<file path="src/rtl/msicap_pkg.sv">
package msicap_pkg;
    localparam int DEF_NGRP       = 8;
    localparam int DEF_GBITS      = 4;
    localparam int DEF_AW         = 12;
    localparam int DEF_DW         = 32;
    localparam int DEF_DOORBELL   = 'h054;
    localparam int DEF_EOI_OFS    = 'h050;
    localparam int DEF_STAT_BASE  = 'h104;
    localparam int DEF_STRIDE     = 16;
    localparam int DEF_EOI_BIAS   = 4;

    // register kind within one group's window
    typedef enum logic [1:0] {
        ACC_NONE = 2'd0,
        ACC_STAT = 2'd1,
        ACC_ESET = 2'd2,
        ACC_ECLR = 2'd3
    } acc_e;
endpackage

</file>
<file path="src/rtl/msicap_decode.sv">
module msicap_decode #(
    parameter int NGRP      = msicap_pkg::DEF_NGRP,
    parameter int GBITS     = msicap_pkg::DEF_GBITS,
    parameter int AW        = msicap_pkg::DEF_AW,
    parameter int DW        = msicap_pkg::DEF_DW,
    parameter int DOORBELL  = msicap_pkg::DEF_DOORBELL,
    parameter int EOI_OFS   = msicap_pkg::DEF_EOI_OFS,
    parameter int STAT_BASE = msicap_pkg::DEF_STAT_BASE,
    parameter int STRIDE    = msicap_pkg::DEF_STRIDE,
    parameter int EOI_BIAS  = msicap_pkg::DEF_EOI_BIAS
) (
    input  logic                    msi_valid,
    input  logic [AW-1:0]           msi_addr,
    input  logic [DW-1:0]           msi_data,
    input  logic                    bus_we,
    input  logic [AW-1:0]           bus_addr,
    input  logic [DW-1:0]           bus_wdata,
    output logic [NGRP*GBITS-1:0]   vec_set,   // index = vector number
    output logic [NGRP-1:0]         w1c_we,
    output logic [NGRP-1:0]         eset_we,
    output logic [NGRP-1:0]         eclr_we,
    output logic [NGRP-1:0]         eoi_hit,
    output logic [GBITS-1:0]        wmask
);
    import msicap_pkg::*;

    localparam int NVEC  = NGRP * GBITS;
    localparam int VEC_W = $clog2(NVEC);
    localparam logic [AW-1:0] DB_A  = AW'(DOORBELL);
    localparam logic [AW-1:0] EOI_A = AW'(EOI_OFS);

    logic              msi_hit;
    logic [VEC_W-1:0]  vec;
    logic              eoi_wr;
    logic              eoi_in_range;
    logic [DW-1:0]     eoi_idx;

    assign msi_hit = msi_valid && (msi_addr == DB_A);
    assign vec     = msi_data[VEC_W-1:0];
    assign vec_set = msi_hit ? (NVEC'(1) << vec) : '0;
    assign wmask   = bus_wdata[GBITS-1:0];

    assign eoi_wr       = bus_we && (bus_addr == EOI_A);
    assign eoi_idx      = bus_wdata - DW'(EOI_BIAS);
    assign eoi_in_range = (bus_wdata >= DW'(EOI_BIAS)) &&
                          (bus_wdata <  DW'(EOI_BIAS + NGRP));

    for (genvar k = 0; k < NGRP; k++) begin : g_grp
        localparam logic [AW-1:0] A_ST = AW'(STAT_BASE + STRIDE * k);
        localparam logic [AW-1:0] A_ES = AW'(STAT_BASE + STRIDE * k + 4);
        localparam logic [AW-1:0] A_EC = AW'(STAT_BASE + STRIDE * k + 8);
        acc_e kind;

        always_comb begin
            kind = ACC_NONE;
            if (bus_addr == A_ST) kind = ACC_STAT;
            if (bus_addr == A_ES) kind = ACC_ESET;
            if (bus_addr == A_EC) kind = ACC_ECLR;
        end

        assign w1c_we[k]  = bus_we && (kind == ACC_STAT);
        assign eset_we[k] = bus_we && (kind == ACC_ESET);
        assign eclr_we[k] = bus_we && (kind == ACC_ECLR);
        assign eoi_hit[k] = eoi_wr && eoi_in_range && (eoi_idx == DW'(k));
    end
endmodule

</file>
<file path="src/rtl/msicap_group.sv">
module msicap_group #(
    parameter int GBITS = msicap_pkg::DEF_GBITS
) (
    input  logic             clk,
    input  logic             rst_n,
    input  logic [GBITS-1:0] set_i,
    input  logic             w1c_we,
    input  logic             eset_we,
    input  logic             eclr_we,
    input  logic [GBITS-1:0] wmask,
    input  logic             eoi_i,
    output logic [GBITS-1:0] stat_o,
    output logic [GBITS-1:0] en_o,
    output logic             irq_o
);
    typedef struct packed {
        logic [GBITS-1:0] stat;
        logic [GBITS-1:0] en;
        logic             irq;
    } grp_t;

    grp_t st_d, st_q;

    always_comb begin
        st_d = st_q;
        if (w1c_we) st_d.stat = st_d.stat & ~wmask;
        // a new message is applied after the clear so it is never lost
        st_d.stat = st_d.stat | set_i;
        if (eset_we) st_d.en = st_d.en | wmask;
        if (eclr_we) st_d.en = st_d.en & ~wmask;
        st_d.irq = (|(st_d.stat & st_d.en)) && !eoi_i;
    end

    always_ff @(posedge clk) begin
        if (!rst_n) st_q <= '0;
        else        st_q <= st_d;
    end

    assign stat_o = st_q.stat;
    assign en_o   = st_q.en;
    assign irq_o  = st_q.irq;
endmodule

</file>
<file path="src/rtl/msicap_rdmux.sv">
module msicap_rdmux #(
    parameter int NGRP      = msicap_pkg::DEF_NGRP,
    parameter int GBITS     = msicap_pkg::DEF_GBITS,
    parameter int AW        = msicap_pkg::DEF_AW,
    parameter int DW        = msicap_pkg::DEF_DW,
    parameter int STAT_BASE = msicap_pkg::DEF_STAT_BASE,
    parameter int STRIDE    = msicap_pkg::DEF_STRIDE
) (
    input  logic [AW-1:0]          addr,
    input  logic [NGRP*GBITS-1:0]  stat_g,  // group-major
    input  logic [NGRP*GBITS-1:0]  en_g,    // group-major
    output logic [DW-1:0]          rdata
);
    always_comb begin
        rdata = '0;
        for (int k = 0; k < NGRP; k++) begin
            if (addr == AW'(STAT_BASE + STRIDE * k))
                rdata[GBITS-1:0] = stat_g[k*GBITS +: GBITS];
            if (addr == AW'(STAT_BASE + STRIDE * k + 4) ||
                addr == AW'(STAT_BASE + STRIDE * k + 8))
                rdata[GBITS-1:0] = en_g[k*GBITS +: GBITS];
        end
    end
endmodule

</file>
<file path="src/rtl/msi_capture_ctrl.sv">
module msi_capture_ctrl #(
    parameter int NGRP      = msicap_pkg::DEF_NGRP,
    parameter int GBITS     = msicap_pkg::DEF_GBITS,
    parameter int AW        = msicap_pkg::DEF_AW,
    parameter int DW        = msicap_pkg::DEF_DW,
    parameter int DOORBELL  = msicap_pkg::DEF_DOORBELL,
    parameter int EOI_OFS   = msicap_pkg::DEF_EOI_OFS,
    parameter int STAT_BASE = msicap_pkg::DEF_STAT_BASE,
    parameter int STRIDE    = msicap_pkg::DEF_STRIDE,
    parameter int EOI_BIAS  = msicap_pkg::DEF_EOI_BIAS
) (
    input  logic            clk,
    input  logic            rst_n,
    input  logic            msi_valid,
    input  logic [AW-1:0]   msi_addr,
    input  logic [DW-1:0]   msi_data,
    input  logic            bus_we,
    input  logic [AW-1:0]   bus_addr,
    input  logic [DW-1:0]   bus_wdata,
    output logic [DW-1:0]   bus_rdata,
    output logic [NGRP-1:0] irq_o
);
    localparam int NVEC = NGRP * GBITS;

    logic [NVEC-1:0]  vec_set;
    logic [NGRP-1:0]  w1c_we, eset_we, eclr_we, eoi_hit;
    logic [GBITS-1:0] wmask;
    logic [NVEC-1:0]  stat_g, en_g;    // group-major
    logic [NVEC-1:0]  stat_all, en_all; // vector-major: index = vector

    msicap_decode #(
        .NGRP(NGRP), .GBITS(GBITS), .AW(AW), .DW(DW),
        .DOORBELL(DOORBELL), .EOI_OFS(EOI_OFS), .STAT_BASE(STAT_BASE),
        .STRIDE(STRIDE), .EOI_BIAS(EOI_BIAS)
    ) u_dec (
        .msi_valid(msi_valid), .msi_addr(msi_addr), .msi_data(msi_data),
        .bus_we(bus_we), .bus_addr(bus_addr), .bus_wdata(bus_wdata),
        .vec_set(vec_set), .w1c_we(w1c_we), .eset_we(eset_we),
        .eclr_we(eclr_we), .eoi_hit(eoi_hit), .wmask(wmask)
    );

    for (genvar k = 0; k < NGRP; k++) begin : g_grp
        logic [GBITS-1:0] set_k;
        for (genvar b = 0; b < GBITS; b++) begin : g_bit
            assign set_k[b]             = vec_set[b*NGRP + k];
            assign stat_all[b*NGRP + k] = stat_g[k*GBITS + b];
            assign en_all[b*NGRP + k]   = en_g[k*GBITS + b];
        end

        msicap_group #(.GBITS(GBITS)) u_grp (
            .clk(clk), .rst_n(rst_n), .set_i(set_k),
            .w1c_we(w1c_we[k]), .eset_we(eset_we[k]), .eclr_we(eclr_we[k]),
            .wmask(wmask), .eoi_i(eoi_hit[k]),
            .stat_o(stat_g[k*GBITS +: GBITS]),
            .en_o(en_g[k*GBITS +: GBITS]),
            .irq_o(irq_o[k])
        );
    end

    msicap_rdmux #(
        .NGRP(NGRP), .GBITS(GBITS), .AW(AW), .DW(DW),
        .STAT_BASE(STAT_BASE), .STRIDE(STRIDE)
    ) u_rd (
        .addr(bus_addr), .stat_g(stat_g), .en_g(en_g), .rdata(bus_rdata)
    );
endmodule

</file>
<file path="config.mk">
export PLATFORM = sky130hd
export DESIGN_NAME = msi_capture_ctrl
export DESIGN_NICKNAME = d
export VERILOG_FILES = /design/src/rtl/msicap_pkg.sv /design/src/rtl/msicap_decode.sv /design/src/rtl/msicap_group.sv /design/src/rtl/msicap_rdmux.sv /design/src/rtl/msi_capture_ctrl.sv
export SDC_FILE = /design/constraint.sdc
export NUM_CORES = 1
export LEC_CHECK = 0
export BUFFER_PORTS_ARGS = -buffer_cell sky130_fd_sc_hd__buf_2
export CAP_MARGIN = 20
export CORE_MARGIN = 10
export CORE_UTILIZATION = 29
export CTS_CLUSTER_DIAMETER = 200
export DETAILED_ROUTE_END_ITERATION = 8
export PLACE_DENSITY = 0.62
export SLEW_MARGIN = 20
export SYNTH_ARGS = -nofsm -noshare
export SYNTH_HDL_FRONTEND = slang
export SYNTH_SLANG_ARGS = --single-unit
</file>
<file path="constraint.sdc">
create_clock -name clk -period 2 [get_ports clk]
set_clock_uncertainty 0.2 [all_clocks]
set_input_delay 0.1 -clock clk [delete_from_list [all_inputs] [get_ports clk]]
set_output_delay 0.1 -clock clk [all_outputs]
set_load 0.05 [all_outputs]
</file>
After elaboration in Yosys (flattened, before gate mapping)
Cells that the tools add are included.
Storage, ports and cells
  register bits: 72
  output and inout port bits: 40
Cells by class
  mux-type cells: 65
  equal/unequal tests: 57
  bitwise logic cells: 41
  $lt $le $gt $ge: 2
  add/sub/neg operators: 1
  shifts and indexed selects: 1
  reduce and logical (&&, ||, !) cells: 69
Operator list (count)
  $eq 12x9->1 const B: 24
  $mux 4: 40
  $eq 32x3->1 const B: 4
  $and 4x4->4: 24
  $eq 32x2->1 const B: 2
  $or 4x4->4: 16
  $logic_and 1x1->1: 44
  $eq 2x2->1 const B: 16
  $eq 32x1->1 const B: 1
  $ge 32x3->1 const B: 1
  $logic_not 32->1: 1
  $lt 32x4->1 const B: 1
  $mux 2: 16
  $mux 32: 1
  $reduce_or 4->1: 8
  $shl 1x5->32 const A: 1
  $sub 32x3->32 const B: 1
  $eq 12x7->1 const B: 2
  $eq 2x1->1 const B: 8
  $logic_not 1->1: 8
  $logic_or 1x1->1: 8
  $mux 1: 8
  $not 4->4: 1

Depth between registers and ports, before layout
Gate-level depths: netlist of the first run.
  word-level depth: 17
  gate-level depth with buffers: 9
  mapped depth without buffers: 5

Cells and area by module
Synthesis of the first run repeated with hierarchy kept, for this count alone.
Unflattened totals
  cell total of the unflattened synthesis: 628
  area, all modules: 4869.7 um^2
By module, submodules not included
  msicap_group: cells each 39, area an instance 367.9 um^2, instances 8
  msicap_rdmux: cells each 177, area an instance 1174.9 um^2, instances 1
  msicap_decode: cells each 139, area an instance 752.0 um^2, instances 1

Least setup slack after synthesis of the first run
No wires, ideal clock.
  kind: input to output
  from: input bus_addr[9]
  to: output bus_rdata[3]
  path slack: -0.961 ns
  arrival: 2.661 ns
  buffers on the path: 3
  stages: 7
  cells stage by stage: or4b_1 buf_2 buf_6 buf_4 nor3_2 a211oi_1 a221oi_1
Between the ends
  cells in the longest elaborated chain, start to end: 17
  elaborated cells on any way between the ends: 48
  those cells by class: 24 x eq/ne; 16 x mux; 8 x reduce/logical
Ends and longest elaborated chain
  start: declaration: line msi_capture_ctrl.sv:18  | input logic [AW-1:0] bus_addr,
  $eq 12x9->1, on equally long branches: line msicap_rdmux.sv:17, msicap_rdmux.sv:19, msicap_rdmux.sv:20
  $mux 4 / $logic_or 1x1->1 (equally long branches): line msicap_rdmux.sv:17, msicap_rdmux.sv:19
  $mux 4: line msicap_rdmux.sv:19  | if (addr == AW'(STAT_BASE + STRIDE * k + 4) ||
  $mux 4: line msicap_rdmux.sv:17  | if (addr == AW'(STAT_BASE + STRIDE * k))
  $mux 4: line msicap_rdmux.sv:19
  $mux 4: line msicap_rdmux.sv:17
  $mux 4: line msicap_rdmux.sv:19
  $mux 4: line msicap_rdmux.sv:17
  $mux 4: line msicap_rdmux.sv:19
  $mux 4: line msicap_rdmux.sv:17
  $mux 4: line msicap_rdmux.sv:19
  $mux 4: line msicap_rdmux.sv:17
  $mux 4: line msicap_rdmux.sv:19
  $mux 4: line msicap_rdmux.sv:17
  $mux 4: line msicap_rdmux.sv:19
  $mux 4: line msicap_rdmux.sv:17
  $mux 4 (*): line msicap_rdmux.sv:19
  end: declaration: line msi_capture_ctrl.sv:20  | output logic [DW-1:0] bus_rdata,
Every way passes the cells marked *; elsewhere a longest branch is shown, timed or not.

Final worst setup path of the first run
  from: input bus_addr[3]
  to: output bus_rdata[3]
Same word-level chain as after synthesis.

==> impl_results.rst, run 1 <==
.. list-table::
   :header-rows: 1

   * - Metric
     - Value
   * - Fraction of final layout cells with drive strength greater than 1
     - 0.499
   * - DRC
     - 0
   * - Failing checks
     - negative setup slack
   * - CTS buffer count
     - 9
   * - Die height
     - 152 um
   * - Fraction of the yosys area taken by sequential cells
     - 0.286
   * - Main area contributors after synthesis
     - dfxtp_1, o41ai_1, and2_1
   * - Crit path kind
     - input port to primary output
   * - Clock tree from TritonCTS
     - done
   * - Min cycle time layout
     - 2.26 ns
   * - Total of flip-flops plus latches after synthesis
     - 72
   * - Final WS setup
     - -0.258 ns
   * - Largest driver fanout on the critical path
     - 5
   * - Number of max-cap violations
     - 0
   * - Leakage power total
     - 0.00300 uW
   * - Estimated wirelength of the detail-placed design
     - 14.3 mm
   * - Clk sinks
     - 72
   * - TritonRoute pass-1 iters
     - 5
   * - Share of synthesized area spent on multiplexers
     - 0.0676
   * - Synthesized cell area
     - approximately 5000 um^2
   * - Syn_area_per_cell
     - 8.42 um^2
   * - Die Outline Area
     - 23,000 um^2
   * - Vias per std cell
     - roughly 5.7
   * - Antenna violations before repair
     - 1
   * - RSZ-0062 raised after global routing
     - yes
   * - CP Launch Type
     - input port
   * - Share of flip-flops with an asynchronous set or reset after synthesis
     - 0
   * - Final core utilization
     - 0.478
   * - Xor and xnor fraction of the mapped netlist area
     - 0.00174
   * - Number of enable-type register cells in the synthesized netlist
     - 0
   * - Global-route wire length before repair
     - 31.3 mm
   * - H-tree Lvls
     - 3
   * - Count of unique library cells instantiated by Yosys
     - 55
   * - Maximum root-to-sink buffer count
     - 2
   * - Ant. Diodes
     - 0
   * - Insertion delay to the later sink of the worst-skew pair
     - 0.34 ns
   * - GR Overflow Total
     - 0
   * - Via count of the first global-routing pass
     - between 5,000 and 6,000
   * - Run status
     - finished with violations
   * - Adder-cell share of the synthesized area
     - 0
   * - Type of the tightest min-delay check
     - input port to flop
   * - Required time worst endpoint
     - 1.70 ns
   * - Number of antenna-violating nets in the routed design
     - 0
   * - Count of buffers from port buffering
     - 76
   * - Remaining max-slew budget at the tightest pin
     - 0.630
   * - Clock edge transition at the registers on the reported setup and hold paths
     - 0.05 ns
   * - Number of placed I/O pins
     - 132
   * - Core region area
     - 17,200 um^2
   * - Library cell with the largest summed area after synthesis
     - dfxtp_1
   * - Via count
     - 5,679
   * - Measured slew at the worst slew-check pin
     - 0.548 ns
   * - Overall Global Routing Usage
     - 0.174
   * - Number of pins exceeding their max-slew limit in the final report
     - 0
   * - Cell at the root of the clock tree
     - clkbuf_16
   * - 1st-iter DRT viols
     - 581
   * - Last weighted congestion value of the routability-driven placer
     - 0.896
   * - Starting density of the core
     - 0.293
   * - Synth warn
     - 0
   * - Crit end category
     - primary output
   * - Filler instances
     - 1,543
   * - Worst Path Arrival
     - 1.96 ns
   * - Worst vdd rail ir drop
     - 0.345 mV
   * - Wirelength per Cell
     - 21.4 um
   * - Die X-Extent
     - 152 um
   * - Synth Area in Compound Gates
     - 0.239
   * - Pin count of the biggest net entering global routing
     - 45
   * - Final setup TNS
     - -1.73 ns
   * - Top cell type's share of synthesized area
     - 0.286
   * - Routed Wire Length
     - 21.3 mm
   * - Gate count of the mapped netlist
     - 598
   * - Final period util
     - 1.13
   * - Dominant cell by count in the synthesized netlist
     - dfxtp_1
   * - Power density normalized to cell area
     - 463 nW/um^2
   * - Setup violators final
     - 13
   * - Synth-to-Final Area Change
     - 62.9%
   * - Most used flip-flop cell after synthesis
     - dfxtp_1
   * - F_max
     - about 440 MHz
   * - Simple-gate area share of the yosys netlist
     - 0.275
   * - Count of standard-cell rows
     - 48
   * - Commonest cells in the synthesized netlist
     - dfxtp_1, and2_1, o41ai_1
   * - Net count, final
     - 857
   * - Dominant combinational cell family by area after synthesis
     - simple AND/OR/NAND/NOR gates
   * - Total count of hold-check failures in the final report
     - 0
routing by layer:
layer	global-route usage	vias to the layer above	routed length [um]
met5	0	-	11
met4	0.0582	2	610
met3	0.0523	58	2360
met2	0.250	338	9050
met1	0.242	2698	9250
li1	-	2583	-
cells by family (layout without fill, tap and decap cells):
group,Yosys count,count (layout)
other,1,28
XOR/XNOR,1,1
flip-flops,72,72
AO/OA/AOI/OAI,163,163
buffers and inverters,122,267
AND/OR/NAND/NOR,206,206
multiplexers,33,33
registers in the layout, indices dropped and copies added (netlist names):
signal and cells:
g_grp.u_grp.en_o 32, g_grp.u_grp.stat_o 32, g_grp.u_grp.irq_o 8
power by group:
part	total (uW)	leakage, uW	switching, uW	internal [uW]
combinational	712	0.00228	456	256
clock	1650	0.000148	625	1030
sequential	1430	0.000582	0.0523	1430
what timing repair did:
item | 4_1_cts | 5_1_grt
setup buffers | 18 | 8
endpoints found under the setup margin | 12 | 21
hold buffers | 1 | 0
pin swaps | 34 | 45
endpoints found under the hold margin | 8 | 0
resized for setup | 122 | 69
gates cloned | 4 | 2
final timing paths:
check / slack (ns) / depth (start not counted) / startpoint / endpoint
worst max-delay path: -0.26 / 8 / bus_addr[3] / bus_rdata[3]
worst min-delay path: 0.05 / 4 / bus_wdata[0] / g_grp[6].u_grp.irq_o
worst max register to register: 0.58 / 4 / g_grp[3].u_grp.en_o[0] / g_grp[3].u_grp.irq_o
worst min register to register: 0.34 / 2 / g_grp[6].u_grp.en_o[0] / g_grp[6].u_grp.en_o[0]
area by class of cell:
type | instances | area (um^2) | area share
clock buffer | 11 | 253 | 0.0308
clock inverter | 5 | 55.1 | 0.00671
inverter | 31 | 116 | 0.0142
multi-input combinational | 431 | 4210 | 0.513
sequential | 72 | 1450 | 0.176
tap | 225 | 282 | 0.0343
timing repair buffer | 220 | 1840 | 0.224
per-stage QoR:
stage	instance area (um^2)	hold slack, ns	setup WS [ns]	total power, uW	cells
after floorplan	5490	0.0654	-0.217	1830	625
after global placement	6530	0.291	-0.479	2030	947
after detailed placement	6530	0.301	-0.562	2030	947
after CTS	7710	0.0304	-0.257	3760	986
after global routing	8200	0.0526	-0.296	3920	995
final	8200	0.0466	-0.258	3800	995
worst max-delay path: stages:
cell	delay, ns
buf_6	0.10
or4b_4	0.61
buf_12	0.18
o32ai_2	0.10
a221o_1	0.21
o221ai_2	0.14
a221oi_4	0.32
buf_6	0.20
layout by cell type (no fill, tap or decap), types with 6 or more instances in the layout:
cell / instances
a22oi_2: 7
o41ai_4: 10
nand4_1: 6
buf_12: 12
nor4_4: 19
nand2_1: 10
o41ai_1: 16
mux2i_1: 15
inv_1: 31
nor2_1: 8
and2_1: 63
buf_2: 65
o21ai_2: 7
nor4_1: 7
nand3_1: 19
o41ai_2: 24
nor2b_1: 6
conb_1: 28
nor4_2: 7
dfxtp_1: 68
a22oi_1: 9
clkbuf_16: 11
a21oi_4: 6
buf_6: 19
mux2_2: 7
buf_4: 116
o21ai_0: 7
mux2i_2: 10
o21ai_1: 24
No activity file was read; power rests on OpenSTA's default activity.
==> inputs of run 2 (changes only) <==
Settings changed: CORE_ASPECT_RATIO set to 0.7.
==> run 2 against run 1 <==
The run still ends with negative setup slack left. Critical path depth up 1. Via count up 0.86%. First-iteration DRC count increased by 36%. Total power up 8.2%. Cell count increased by 1.2%. Sequential power barely moved. Register-to-register slack worse by 0.06 ns. Global-route usage is 1.1 points higher. Core utilization up 1.1 points. Clock power increased by 19%. Wire length rose by 6.2%. Largest cell class unchanged.
==> impl_results.rst, run 2 (synthesis results as in run 1) <==
.. list-table::
   :header-rows: 1

   * - Metric
     - Value
   * - Area of combinational cells with multiple inputs
     - 4300 um^2
   * - Failing checks
     - negative setup slack
   * - Fraction of final layout cells with drive strength greater than 1
     - 0.518
   * - Overall Global Routing Usage
     - 0.185
   * - Via count of the first global-routing pass
     - 5,483
   * - TritonRoute pass-1 iters
     - 5
   * - Worst Path Arrival
     - approximately 2.0 ns
   * - Ant. Diodes
     - 0
   * - Crit end category
     - primary output
   * - Vias per std cell
     - around 5.7
   * - Remaining max-slew budget at the tightest pin
     - 0.522
   * - Type of the tightest min-delay check
     - input port to flop
   * - Die Outline Area
     - roughly 23,000 um^2
   * - Die X-Extent
     - 178 um
   * - CP Launch Type
     - input port
   * - Worst-case setup slack after placement
     - -0.550 ns
   * - Antenna violations before repair
     - 0
   * - F_max
     - 434 MHz
   * - GR Overflow Total
     - 0
   * - Pin count of the biggest net entering global routing
     - 62
   * - Combinational share of power
     - 0.175
   * - Launching point of the worst reg2reg path
     - g_grp[4].u_grp.stat_o[2]
   * - Power dissipated by switching net loads
     - 1130 uW
   * - Clock tree from TritonCTS
     - done
   * - Run status
     - finished with violations
   * - Maximum root-to-sink buffer count
     - 2
   * - Count of buffers from port buffering
     - 76
   * - Measured slew at the worst slew-check pin
     - 0.711 ns
   * - Uppermost signal routing layer after detailed routing
     - met4
   * - Hold_sp
     - bus_wdata[0]
   * - Total count of hold-check failures in the final report
     - 0
   * - Die height
     - 130 um
   * - DRC
     - 0
   * - Most frequent standard cell in the layout excluding fill and tap cells
     - buf_4
   * - H-tree Lvls
     - 3
   * - Clk sinks
     - 72
   * - Number of antenna-violating nets in the routed design
     - 0
   * - Final setup TNS
     - -2.27 ns
   * - Filler instances
     - 1,560
   * - Detailed-routed wire length on met3
     - 2.82 mm
   * - Estimated wirelength of the detail-placed design
     - 15.3 mm
   * - CTS buffer count
     - 9
   * - Wirelength per Cell
     - 22.4 um
   * - Worst hold path endpoint
     - g_grp[5].u_grp.irq_o
   * - Leakage power total
     - slightly above 0.003 uW
   * - Cell at the root of the clock tree
     - clkbuf_16
   * - Crit path kind
     - input port to primary output
   * - Insertion delay to the later sink of the worst-skew pair
     - roughly 0.34 ns
   * - 1st-iter DRT viols
     - about 800
   * - Min cycle time layout
     - 2.30 ns
   * - Starting density of the core
     - 0.294
   * - Count of standard-cell rows
     - 40
   * - Number of placed I/O pins
     - approximately 130
   * - Power density normalized to cell area
     - 491 nW/um^2
   * - Terminus of the critical flop-to-flop path
     - g_grp[4].u_grp.irq_o
   * - FF+latch area
     - 1440 um^2
   * - Final WS setup
     - -0.303 ns
   * - Count of cells along the worst hold path
     - 5
   * - RSZ-0062 raised after global routing
     - yes
   * - Part of the total power dissipated in sequential elements
     - 0.349
   * - Power Internal
     - a little under 3000 uW
   * - Clk network pwr share
     - 0.476
   * - Detailed route wirelength on metal2
     - 9.03 mm
   * - Net count, final
     - 863
   * - Final period util
     - 1.15
   * - Worst vdd rail ir drop
     - 0.405 mV
   * - Core region area
     - 17,100 um^2
   * - Largest driver fanout on the critical path
     - 7
   * - Setup violators final
     - 13
   * - Last weighted congestion value of the routability-driven placer
     - 0.951
   * - Number of max-cap violations
     - 0
   * - R2r setup slk
     - ~0.52 ns
   * - Number of pins exceeding their max-slew limit in the final report
     - 0
   * - Synth-to-Final Area Change
     - 66.2%
   * - Routed met1 length
     - between 10 and 15 mm
   * - Required time worst endpoint
     - 1.70 ns
   * - FF-to-FF path depth
     - 5
   * - Via count
     - 5,728
   * - Net switching fraction of the power
     - 0.274
   * - Routed Wire Length
     - 22.6 mm
   * - Clock edge transition at the registers on the reported setup and hold paths
     - 0.06 ns
   * - Highest-count cells in the layout ignoring fill and taps
     - buf_4, dfxtp_1, buf_2, and2_1, inv_1
   * - Global-route wire length before repair
     - approximately 33 mm
run 2: changes by cell type in the layout (fill, tap and decap cells not counted), moves of 4 or more:
cell,previous run,this run
or4_1,5,1
a22oi_2,7,11
o21ai_1,24,20
a221oi_1,5,1
or4_4,2,6
a22oi_1,9,5
run 2: worst max path at each step:
stage | slack (ns) | startpoint | end | depth (start not counted)
6_report | -0.30 | bus_addr[10] | bus_rdata[3] | 9
5_1_grt | -0.37 | bus_addr[10] | bus_rdata[3] | 9
4_1_cts | -0.26 | bus_addr[10] | bus_rdata[3] | 8
3_5_place_dp | -0.55 | bus_addr[9] | g_grp[4].u_grp.irq_o | 8
3_3_place_gp | -0.58 | bus_addr[1] | g_grp[1].u_grp.irq_o | 7
2_1_floorplan | -0.22 | bus_addr[9] | bus_rdata[3] | 7
run 2: routing by layer:
layer	vias to the layer above	GRT usage
met5	-	0
met4	0	0.0362
met3	39	0.0713
met2	358	0.248
met1	2737	0.270
li1	2594	-
run 2: critical path, stage by stage:
cell and delay, ns:
buf_6 0.09, or4b_4 0.57, buf_12 0.17, buf_12 0.14, nor3_4 0.12, buf_4 0.18, a211oi_4 0.09, a221oi_4 0.33
buf_6 0.20
run 2: what timing repair did:
action,CTS,global route
pin swaps,41,49
buffers inserted,11,16
endpoints found under the setup margin,12,37
hold buffers,1,0
resized for setup,103,112
hold endpoints to repair,3,0
gates cloned,4,0
run 2: through the flow:
step / utilization / total power (uW) / hold slack [ns] / instances / instance area (um^2)
final: 0.489 / 4110 / 0.0384 / 1007 / 8370
after global routing: 0.489 / 4210 / 0.0637 / 1007 / 8370
after CTS: 0.451 / 4050 / 0.0550 / 994 / 7710
after detailed placement: 0.387 / 2050 / 0.189 / 963 / 6630
after global placement: 0.387 / 2040 / 0.196 / 963 / 6630
after floorplan: - / 1830 / 0.0654 / 625 / 5490
run 2: power by group through the flow:
stage / Combinational (uW) / Sequential (uW) / Clock [uW]
after floorplan: 369 / 1470 / 0
after global placement: 577 / 1470 / 0
after detailed placement: 581 / 1470 / 0
after CTS: 648 / 1430 / 1960
after global routing: 753 / 1430 / 2020
final: 721 / 1430 / 1960
run 2: area by class of cell:
type | count | share of cell area
Sequential cell | 72 | 0.173
Tap cell | 231 | 0.0345
Clock buffer | 12 | 0.0307
Multi-Input combinational cell | 431 | 0.513
Timing Repair Buffer | 226 | 0.223
Clock inverter | 4 | 0.0118
Inverter | 31 | 0.0139
==> inputs of run 3 (changes only) <==
Settings changed: ABC_CLOCK_PERIOD_IN_PS set to 2000, CTS_BUF_LIST set to sky130_fd_sc_hd__clkbuf_4.
==> run 3 against run 2 <==
Cell count down 0.40%. Die area unchanged. Setup slack worse by 0.033 ns. Critical path depth down 1. Combinational power down 2%. The run still ends with negative setup slack left. Via count up 0.14%. Count of clock-buffer cells in the layout down 2. Hold slack worse by 0.022 ns. Sequential share of layout area up 0.99 points. Cell area down 4.7%. Sequential power about the same.
==> impl_results.rst, run 3 (synthesis results as in run 1) <==
.. list-table::
   :header-rows: 1

   * - Metric
     - Value
   * - Clock edge transition at the registers on the reported setup and hold paths
     - between 0.1 and 0.15 ns
   * - Number of max-cap violations
     - 0
   * - Worst Path Arrival
     - roughly 2.0 ns
   * - Vias per std cell
     - 5.72
   * - Ant. Diodes
     - 0
   * - Fin Hold WS
     - 0.0164 ns
   * - Overall Global Routing Usage
     - 0.182
   * - Number of placed I/O pins
     - around 130
   * - Failing checks
     - negative setup slack
   * - Remaining max-slew budget at the tightest pin
     - 0.520
   * - Die height
     - 130 um
   * - Synth-to-Final Area Change
     - 58.4%
   * - CP Launch Type
     - input port
   * - Type of the tightest min-delay check
     - input port to flop
   * - Worst-case setup slack after placement
     - -0.550 ns
   * - Die X-Extent
     - 178 um
   * - Count of buffers from port buffering
     - 76
   * - Required time worst endpoint
     - 1.70 ns
   * - Routed Wire Length
     - 22.2 mm
   * - Starting density of the core
     - 0.294
   * - Power density normalized to cell area
     - roughly 420 nW/um^2
   * - Final period util
     - 1.17
   * - Total count of hold-check failures in the final report
     - 0
   * - Via count
     - 5,736
   * - Cell at the root of the clock tree
     - clkbuf_4
   * - Clk sinks
     - 72
   * - Insertion delay to the later sink of the worst-skew pair
     - 0.46 ns
   * - Clock tree from TritonCTS
     - done
   * - RSZ-0062 raised after global routing
     - yes
   * - Run status
     - finished with violations
   * - Count of standard-cell rows
     - 40
   * - Die Outline Area
     - 23,100 um^2
   * - Pin count of the biggest net entering global routing
     - 62
   * - Most frequent standard cell in the layout excluding fill and tap cells
     - buf_4
   * - Wirelength per Cell
     - 22.1 um
   * - Crit path kind
     - input port to primary output
   * - Min cycle time layout
     - 2.34 ns
   * - Highest-count cells in the layout ignoring fill and taps
     - buf_4, buf_2, and2_1, dfxtp_1, inv_1
   * - Largest driver fanout on the critical path
     - 8
   * - Estimated wirelength of the detail-placed design
     - 15.3 mm
   * - GR Overflow Total
     - 0
   * - Leakage power total
     - between 0.002 and 0.003 uW
   * - Setup violators final
     - 7
   * - Last weighted congestion value of the routability-driven placer
     - 0.951
   * - Core region area
     - 17,100 um^2
   * - Number of pins exceeding their max-slew limit in the final report
     - 0
   * - Number of antenna-violating nets in the routed design
     - 0
   * - Final setup TNS
     - -1.19 ns
   * - Net count, final
     - 859
   * - Final WS setup
     - -0.336 ns
   * - F_max
     - 428 MHz
   * - Power after layout
     - 3360 uW
   * - CTS buffer count
     - 9
   * - Worst vdd rail ir drop
     - 0.300 mV
   * - Global-route wire length before repair
     - 32.9 mm
   * - Antenna violations before repair
     - 1
   * - Fraction of final layout cells with drive strength greater than 1
     - 0.500
   * - TritonRoute pass-1 iters
     - 5
   * - 1st-iter DRT viols
     - 713
   * - Measured slew at the worst slew-check pin
     - 0.715 ns
   * - Maximum root-to-sink buffer count
     - 2
   * - Crit end category
     - primary output
   * - DRC
     - 0
   * - Via count of the first global-routing pass
     - 5,508
   * - H-tree Lvls
     - 3
run 3: power by group:
part	switching, uW	internal [uW]
Combinational	454	252
Sequential	0.0547	1430
Clock	580	643
Total	1030	2330
run 3: layout make-up:
type / count / area [um^2]
Clock buffer: 10 / 75.1
Timing Repair Buffer: 222 / 1790
Multi-Input combinational cell: 431 / 4150
Tap cell: 231 / 289
Inverter: 31 / 116
Fill cell: 1620 / 9140
Clock inverter: 6 / 106
Sequential cell: 72 / 1460
run 3: metrics by stage:
step | util | instance area, um^2 | cells
2_1_floorplan | - | 5490 | 625
3_5_place_dp | 0.387 | 6630 | 963
5_1_grt | 0.466 | 7980 | 1003
6_report | 0.466 | 7980 | 1003
4_1_cts | 0.438 | 7500 | 998
3_3_place_gp | 0.387 | 6630 | 963
run 3: repair_timing:
| item | CTS | global route |
|---|---|---|
| cloned | 2 | 0 |
| resized for setup | 109 | 86 |
| setup endpoints to repair | 10 | 16 |
| hold buffers | 7 | 0 |
| endpoints found under the hold margin | 14 | 0 |
| pin swaps | 38 | 36 |
| setup buffers | 12 | 8 |
run 3: final timing paths:
kind,start,endpoint,slack (ns),depth (start not counted)
max,bus_addr[10],bus_rdata[3],-0.34,8
min,bus_wdata[1],g_grp[4].u_grp.irq_o,0.02,4
min reg2reg,g_grp[6].u_grp.en_o[0],g_grp[6].u_grp.en_o[0],0.38,2
max reg2reg,g_grp[4].u_grp.stat_o[2],g_grp[4].u_grp.irq_o,0.51,5
run 3: per-layer routing:
layer  GRT usage  vias up  wire length [um]
met4      0.0293        0               325
met1       0.271     2730             10200
met2       0.236      386              8830
met5           0        -                 0
li1            -     2585                 -
met3      0.0748       35              2800
run 3: critical path, cell delays in order:
cell	delay (ns)
buf_6	0.09
or4b_4	0.55
buf_12	0.17
buf_8	0.15
nor3_4	0.25
a211oi_2	0.16
a221oi_4	0.34
buf_6	0.20
